$ cat config.mk
export PLATFORM = sky130hd
export DESIGN_NAME = io_strobe_gen
export DESIGN_NICKNAME = d
export VERILOG_FILES = /design/src/rtl/iosg_pkg.sv /design/src/rtl/iosg_ctl_regs.sv /design/src/rtl/iosg_xact_seq.sv /design/src/rtl/iosg_strobe_shape.sv /design/src/rtl/io_strobe_gen.sv
export SDC_FILE = /design/constraint.sdc
export NUM_CORES = 1
export LEC_CHECK = 0
export BUFFER_PORTS_ARGS = -buffer_cell sky130_fd_sc_hd__clkbuf_2
export CORE_UTILIZATION = 55
export CTS_CLUSTER_SIZE = 40
export DETAILED_ROUTE_END_ITERATION = 10
export PLACE_DENSITY = 0.77
export SETUP_SLACK_MARGIN = 0.15
export SLEW_MARGIN = 20
export SYNTH_ARGS = -nofsm -noshare
export SYNTH_HDL_FRONTEND = slang
export SYNTH_SLANG_ARGS = --single-unit
$ cat constraint.sdc
create_clock -name clk -period 2.3 [get_ports clk]
set_input_delay 0.115 -clock clk [delete_from_list [all_inputs] [get_ports clk]]
set_output_delay 0.115 -clock clk [all_outputs]
set_load 0.1 [all_outputs]
$ cat src/rtl/iosg_pkg.sv
package iosg_pkg;

    localparam int LEN_W = 5;

    typedef enum logic [1:0] {
        ROLE_CS   = 2'b00,
        ROLE_RD   = 2'b01,
        ROLE_WR   = 2'b10,
        ROLE_DATA = 2'b11
    } ix_role_e;

    // field order matches the control byte, bit 7 first
    typedef struct packed {
        logic [1:0] wait_code;
        ix_role_e   role;
        logic       wr_allow;
        logic       act_high;
        logic       rd_short;
        logic       mem_bus;
    } bank_ctl_t;

    // 2 base cycles plus 15/7/3/1 wait states
    function automatic logic [LEN_W-1:0] xact_len(input logic [1:0] code);
        return LEN_W'(2) + ((LEN_W'(16) >> code) - LEN_W'(1));
    endfunction

endpackage

$ cat src/rtl/iosg_ctl_regs.sv
module iosg_ctl_regs
    import iosg_pkg::*;
#(
    parameter int NUM_BANKS = 8,
    parameter int ADDR_W    = 16,
    parameter logic [ADDR_W-1:0] BASE = 16'h0080
) (
    input  logic                       clk,
    input  logic                       rst,
    input  logic                       wr_en,
    input  logic [ADDR_W-1:0]          addr,
    input  logic [7:0]                 wdata,
    output logic [7:0]                 rdata,
    output bank_ctl_t [NUM_BANKS-1:0]  ctl_o
);
    localparam int BSEL_W = $clog2(NUM_BANKS);

    bank_ctl_t [NUM_BANKS-1:0] regs_d, regs_q;
    logic [ADDR_W-1:0] offs;
    logic              hit;
    logic [BSEL_W-1:0] idx;

    always_comb begin
        offs   = addr - BASE;
        hit    = (addr >= BASE) && (offs < ADDR_W'(NUM_BANKS));
        idx    = offs[BSEL_W-1:0];
        regs_d = regs_q;
        if (wr_en && hit)
            regs_d[idx] = bank_ctl_t'(wdata);
        rdata = hit ? 8'(regs_q[idx]) : 8'h00;
    end

    always_ff @(posedge clk) begin
        if (rst) regs_q <= '0;
        else     regs_q <= regs_d;
    end

    assign ctl_o = regs_q;


    reg_write_chk: assert property (@(posedge clk) disable iff (rst)
        (wr_en && hit) |=> (8'(regs_q[$past(idx)]) == $past(wdata)));


    reg_miss_chk: assert property (@(posedge clk) disable iff (rst)
        (!(wr_en && hit)) |=> $stable(regs_q));

endmodule

$ cat src/rtl/iosg_xact_seq.sv
module iosg_xact_seq
    import iosg_pkg::*;
#(
    parameter int NUM_BANKS = 8,
    localparam int BSEL_W = $clog2(NUM_BANKS)
) (
    input  logic                      clk,
    input  logic                      rst,
    input  logic                      req_valid,
    input  logic                      req_write,
    input  logic [BSEL_W-1:0]         req_bank,
    input  bank_ctl_t [NUM_BANKS-1:0] ctl_all,
    output logic                      busy,
    output logic [LEN_W-1:0]          cyc,
    output logic [LEN_W-1:0]          len,
    output logic                      write,
    output logic [BSEL_W-1:0]         bank,
    output bank_ctl_t                 ctl
);
    typedef struct packed {
        logic              active;
        logic [LEN_W-1:0]  cyc;
        logic [LEN_W-1:0]  len;
        logic              write;
        logic [BSEL_W-1:0] bank;
        bank_ctl_t         ctl;
    } seq_t;

    seq_t st_d, st_q;

    always_comb begin
        st_d = st_q;
        if (!st_q.active) begin
            if (req_valid) begin
                st_d.active = 1'b1;
                st_d.cyc    = LEN_W'(1);
                st_d.len    = xact_len(ctl_all[req_bank].wait_code);
                st_d.write  = req_write;
                st_d.bank   = req_bank;
                st_d.ctl    = ctl_all[req_bank];
            end
        end else if (st_q.cyc == st_q.len) begin
            st_d.active = 1'b0;
        end else begin
            st_d.cyc = st_q.cyc + LEN_W'(1);
        end
    end

    always_ff @(posedge clk) begin
        if (rst) st_q <= '0;
        else     st_q <= st_d;
    end

    assign busy  = st_q.active;
    assign cyc   = st_q.cyc;
    assign len   = st_q.len;
    assign write = st_q.write;
    assign bank  = st_q.bank;
    assign ctl   = st_q.ctl;


    cyc_range_chk: assert property (@(posedge clk) disable iff (rst)
        st_q.active |-> (st_q.cyc >= LEN_W'(1) && st_q.cyc <= st_q.len));


    len_legal_chk: assert property (@(posedge clk) disable iff (rst)
        st_q.active |-> (st_q.len inside {LEN_W'(3), LEN_W'(5), LEN_W'(9), LEN_W'(17)}));


    held_ctl_chk: assert property (@(posedge clk) disable iff (rst)
        (st_q.active && st_q.cyc != st_q.len) |=>
            (st_q.active && $stable(st_q.ctl) && $stable(st_q.bank) && $stable(st_q.write)));

endmodule

$ cat src/rtl/iosg_strobe_shape.sv
module iosg_strobe_shape
    import iosg_pkg::*;
#(
    parameter int NUM_BANKS = 8,
    localparam int BSEL_W = $clog2(NUM_BANKS)
) (
    input  logic                 clk,
    input  logic                 rst,
    input  logic                 busy,
    input  logic [LEN_W-1:0]     cyc,
    input  logic [LEN_W-1:0]     len,
    input  logic                 write,
    input  logic [BSEL_W-1:0]    bank,
    input  bank_ctl_t            ctl,
    input  logic [NUM_BANKS-1:0] idle_lvl,
    input  logic                 alt_bus_en,
    output logic [NUM_BANKS-1:0] ix_o,
    output logic                 use_alt
);
    logic strobe_ph, rd_ph, wr_ph, act;

    always_comb begin
        strobe_ph = busy && (cyc >= LEN_W'(2));
        rd_ph     = strobe_ph && !(ctl.rd_short && cyc == len);
        wr_ph     = strobe_ph && ctl.wr_allow;
        unique case (ctl.role)
            ROLE_CS:   act = busy;
            ROLE_RD:   act = !write && rd_ph;
            ROLE_WR:   act = write && wr_ph;
            ROLE_DATA: act = write ? wr_ph : rd_ph;
            default:   act = 1'b0;
        endcase
        use_alt = busy && !ctl.mem_bus && alt_bus_en;
    end

    for (genvar b = 0; b < NUM_BANKS; b++) begin : g_bank
        assign ix_o[b] = (busy && bank == BSEL_W'(b))
                         ? (ctl.act_high ? act : ~act)
                         : idle_lvl[b];
    end


    idle_ix_chk: assert property (@(posedge clk) disable iff (rst)
        !busy |-> (ix_o == idle_lvl));


    no_blocked_write_chk: assert property (@(posedge clk) disable iff (rst)
        (busy && write && !ctl.wr_allow && ctl.role != ROLE_CS) |->
            (ix_o[bank] == ~ctl.act_high));


    short_read_chk: assert property (@(posedge clk) disable iff (rst)
        (busy && !write && ctl.rd_short && cyc == len && ctl.role != ROLE_CS) |->
            (ix_o[bank] == ~ctl.act_high));


    alt_idle_chk: assert property (@(posedge clk) disable iff (rst)
        !busy |-> !use_alt);

endmodule

$ cat src/rtl/io_strobe_gen.sv
module io_strobe_gen
    import iosg_pkg::*;
#(
    parameter int NUM_BANKS = 8,
    parameter int ADDR_W    = 16,
    parameter logic [ADDR_W-1:0] REG_BASE = 16'h0080
) (
    input  logic                 clk,
    input  logic                 rst,
    input  logic                 reg_wr_en,
    input  logic [ADDR_W-1:0]    reg_addr,
    input  logic [7:0]           reg_wdata,
    output logic [7:0]           reg_rdata,
    input  logic                 xreq_valid,
    input  logic                 xreq_write,
    input  logic [ADDR_W-1:0]    xreq_addr,
    input  logic                 alt_bus_en,
    output logic                 xbusy,
    output logic [NUM_BANKS-1:0] ix,
    output logic                 use_alt_bus
);
    localparam int BSEL_W = $clog2(NUM_BANKS);

    bank_ctl_t [NUM_BANKS-1:0] ctl_all;
    logic [NUM_BANKS-1:0]      idle_lvl;
    logic [LEN_W-1:0]          cyc, len;
    logic                      cur_write;
    logic [BSEL_W-1:0]         cur_bank;
    bank_ctl_t                 cur_ctl;

    iosg_ctl_regs #(.NUM_BANKS(NUM_BANKS), .ADDR_W(ADDR_W), .BASE(REG_BASE)) u_regs (
        .clk   (clk),
        .rst   (rst),
        .wr_en (reg_wr_en),
        .addr  (reg_addr),
        .wdata (reg_wdata),
        .rdata (reg_rdata),
        .ctl_o (ctl_all)
    );

    for (genvar b = 0; b < NUM_BANKS; b++) begin : g_idle
        assign idle_lvl[b] = ~ctl_all[b].act_high;
    end

    iosg_xact_seq #(.NUM_BANKS(NUM_BANKS)) u_seq (
        .clk       (clk),
        .rst       (rst),
        .req_valid (xreq_valid),
        .req_write (xreq_write),
        .req_bank  (xreq_addr[ADDR_W-1 -: BSEL_W]),
        .ctl_all   (ctl_all),
        .busy      (xbusy),
        .cyc       (cyc),
        .len       (len),
        .write     (cur_write),
        .bank      (cur_bank),
        .ctl       (cur_ctl)
    );

    iosg_strobe_shape #(.NUM_BANKS(NUM_BANKS)) u_shape (
        .clk        (clk),
        .rst        (rst),
        .busy       (xbusy),
        .cyc        (cyc),
        .len        (len),
        .write      (cur_write),
        .bank       (cur_bank),
        .ctl        (cur_ctl),
        .idle_lvl   (idle_lvl),
        .alt_bus_en (alt_bus_en),
        .ix_o       (ix),
        .use_alt    (use_alt_bus)
    );

endmodule

==> impl_metrics.env <==
export IMPL_leakage_uw=0.002353
export IMPL_rsz0062_at_grt="yes"
export IMPL_fp_dieW_um=94.93
export IMPL_drc=0
export IMPL_gp_congestion=0.8936
export IMPL_outcome="complete, no violations"
export IMPL_grt_pass1_vias=4017
export IMPL_cts_num_sinks=85
export IMPL_min_period_ns=2.213
export IMPL_root_buffer="clkbuf_8"
export IMPL_vias=3967
export IMPL_async_flop_share=0
export IMPL_vdd_drop_max_uv=401.7
export IMPL_port_buffers=50
export IMPL_drive_above_1_share=0.3680
export IMPL_cts_buffers=9
export IMPL_die_area_um2=9011
export IMPL_fin_total_pwr_uw=3078
export IMPL_drt_wl_total_um=11950
export IMPL_relSlewSlack=0.6265
export IMPL_tightest_slew_ns=0.5603
export IMPL_place_hpwl_um=8381
export IMPL_fin_setup_tns_ns=0
export IMPL_wl_per_cell_um=18.05
export IMPL_synth_net_count=534
export IMPL_critPathRequiredTime_ns=2.18
export IMPL_postSynthAreaPerCell_um2=9.793
export IMPL_cp_end_kind="primary output"
export IMPL_synth_ff_latch_count=85
export IMPL_cts_tree="done"
export IMPL_finalHoldViolCount=0
export IMPL_slowest_delay_ns=0.37
export IMPL_yosysTopAreaCell="dfxtp_1"
export IMPL_crit_arrival_ns=2.10
export IMPL_holdCritPathClass="input pin to register"
export IMPL_grt_pass1_wl_um=20030
export IMPL_fmax_mhz=451.8
export IMPL_synth_edf_count=0
export IMPL_grtUsageTotal=0.2927
export IMPL_h_tree_depth=3
export IMPL_clk_path_buf_depth=2
export IMPL_clkLatencyLatePin_ns=0.36
export IMPL_synth_top_area_share=0.3583
export IMPL_dp_cells=632
export IMPL_path_class="register to primary output"
export IMPL_path_clk_slew_ns=0.09
export IMPL_die_h_um=94.93
export IMPL_yosysWarnings=0
export IMPL_stdcell_count=662
export IMPL_synth_cell_types=46
export IMPL_fin_crit_sh=0.9624
export IMPL_drtIter0Drc=330
export IMPL_yosys_most_used_dff="dfxtp_1"
export IMPL_synth_area_um2=4750
export IMPL_rows=33
export IMPL_clock_skew_ns=0.007955
export IMPL_drv_cap=0
export IMPL_setup_viol_count_final=0
export IMPL_fin_util=0.7437
export IMPL_netlist_top_cells_area="dfxtp_1 36%, mux2i_1 16%, mux4_2 12%"
export IMPL_fin_nets=601
export IMPL_worstPathCellList="buf_4 > nor3_1 > nand2_1 > a21oi_4 > buf_6 > nor4_4 > a211oi_4 > buf_12"
export IMPL_antenna_found_initial=0
export IMPL_io_pins=64
export IMPL_netlist_instances=485
export IMPL_grt_start_max_net_pins=41
export IMPL_start_util=0.5723
export IMPL_synth_seq_area_share=0.3583
export IMPL_worstPathMaxFanout=6
export IMPL_vias_per_cell=5.992
export IMPL_first_pass_iters=4
export IMPL_startpoint_type="register"
export IMPL_synthToLayoutAreaGrowth_pct=29.95
export IMPL_whs_ns=0.07081
export IMPL_overflow=0
export IMPL_drtAntennaViolNets=0
export IMPL_cpMaxStageDelayCell="dfxtp_4"
export IMPL_fill_cells=551
export IMPL_p_per_area_nw_per_um2=498.8
export IMPL_core_area_um2=8299
export IMPL_n_antenna_cell=0
export IMPL_slew_viol_final=0
[logic make-up after synthesis]
logic type / synth area share
xor+xnor: 0.01106
simple gates: 0.2073
compound gates: 0.08299
mux: 0.2924
flops: 0.3583
buf+inv: 0.04004
fa+ha+maj: 0.007904
[final cells by class]
type	instances	area, µm²	area share
multi-input combinational	354	3217	0.5212
tap	105	131.4	0.02129
clock inverter	7	65.06	0.01054
clock buffer	9	123.9	0.02007
timing repair buffer	96	884.6	0.1433
inverter	6	27.53	0.004460
sequential	85	1723	0.2791
[layer usage]
metal | GRT usage | wire [µm]
met1 | 0.3665 | 5060
met2 | 0.5126 | 6114
met3 | 0.04187 | 560
met4 | 0.1035 | 213
met5 | 0 | 0
[power by group]
group	internal [µW]	leakage (µW)	switching (µW)	total [µW]
sequential	1500	0.000692	30.4	1530
combinational	203	0.00157	313	516
clock	421	0.0000947	615	1040
total	2120	0.00235	958	3080
[critical path, delay by kind of cell (launching register included)]
kind            cells  cell delay [ns]
buf+inv             3             0.52
compound gates      2             0.49
simple gates        3             0.34
flops               1             0.37
[flip-flops by register name, indices dropped and copies added, names as in the netlist]
register and count:
u_regs.ctl_o 64, u_seq.bank 3, u_seq.busy 1, u_seq.ctl 6
u_seq.cyc 5, u_seq.len 5, u_seq.write 1
[cells in the mapped netlist, types with 2 or more instances]
cell,instances
nor4_4,2
nand3b_1,3
nor4b_4,2
o21ai_0,6
a211oi_1,11
xnor2_1,6
a311oi_1,2
inv_1,5
nor2b_1,6
or2_2,3
nor3_4,6
clkbuf_1,27
nor4b_1,4
mux2_2,4
nand3_1,5
o22ai_1,4
mux2i_1,78
buf_2,8
buf_1,4
ha_1,3
dfxtp_1,85
nor2_1,86
mux4_2,25
nand2b_1,8
o211a_1,8
nor3b_1,2
nand2_1,31
nor3_1,13
nor4_1,4
a21oi_1,18
[worst paths after layout]
check / start / endpoint / slack [ns] / depth (start not counted)
setup / recovery: u_seq.cyc[1] / ix[6] / 0.09 / 8
hold / removal: xreq_valid / u_seq.cyc[4] / 0.07 / 4
setup reg to reg: u_seq.cyc[1] / u_seq.cyc[2] / 0.46 / 7
hold reg to reg: u_seq.len[4] / u_seq.len[4] / 0.48 / 2
[stage by stage]
| step | setup slack (ns) | instance area, µm² |
|---|---|---|
| after floorplan | -0.1151 | 5092 |
| after global placement | 0.2381 | 5778 |
| after detailed placement | 0.1840 | 5778 |
| after CTS | 0.03492 | 6155 |
| after global routing | -0.01168 | 6172 |
| final | 0.08652 | 6172 |
[repair_timing]
item | 4_1_cts | 5_1_grt
pin swaps | 7 | 7
setup buffers | 10 | 2
endpoints found under the setup margin | 8 | 8
hold buffers | 1 | 0
resized for setup | 16 | 6
endpoints found under the hold margin | 1 | 0
gates cloned | 1 | 0
[cell usage in the layout, fill, tap and decap left out, types with 10 or more instances in the layout]
cell / count
dfxtp_1: 76
buf_4: 41
nand2_1: 30
clkbuf_2: 34
nor2_1: 84
a21oi_1: 13
nor3_4: 10
mux2i_1: 78
mux4_2: 25
buf_12: 18
Power figures use the tool's default switching activity.
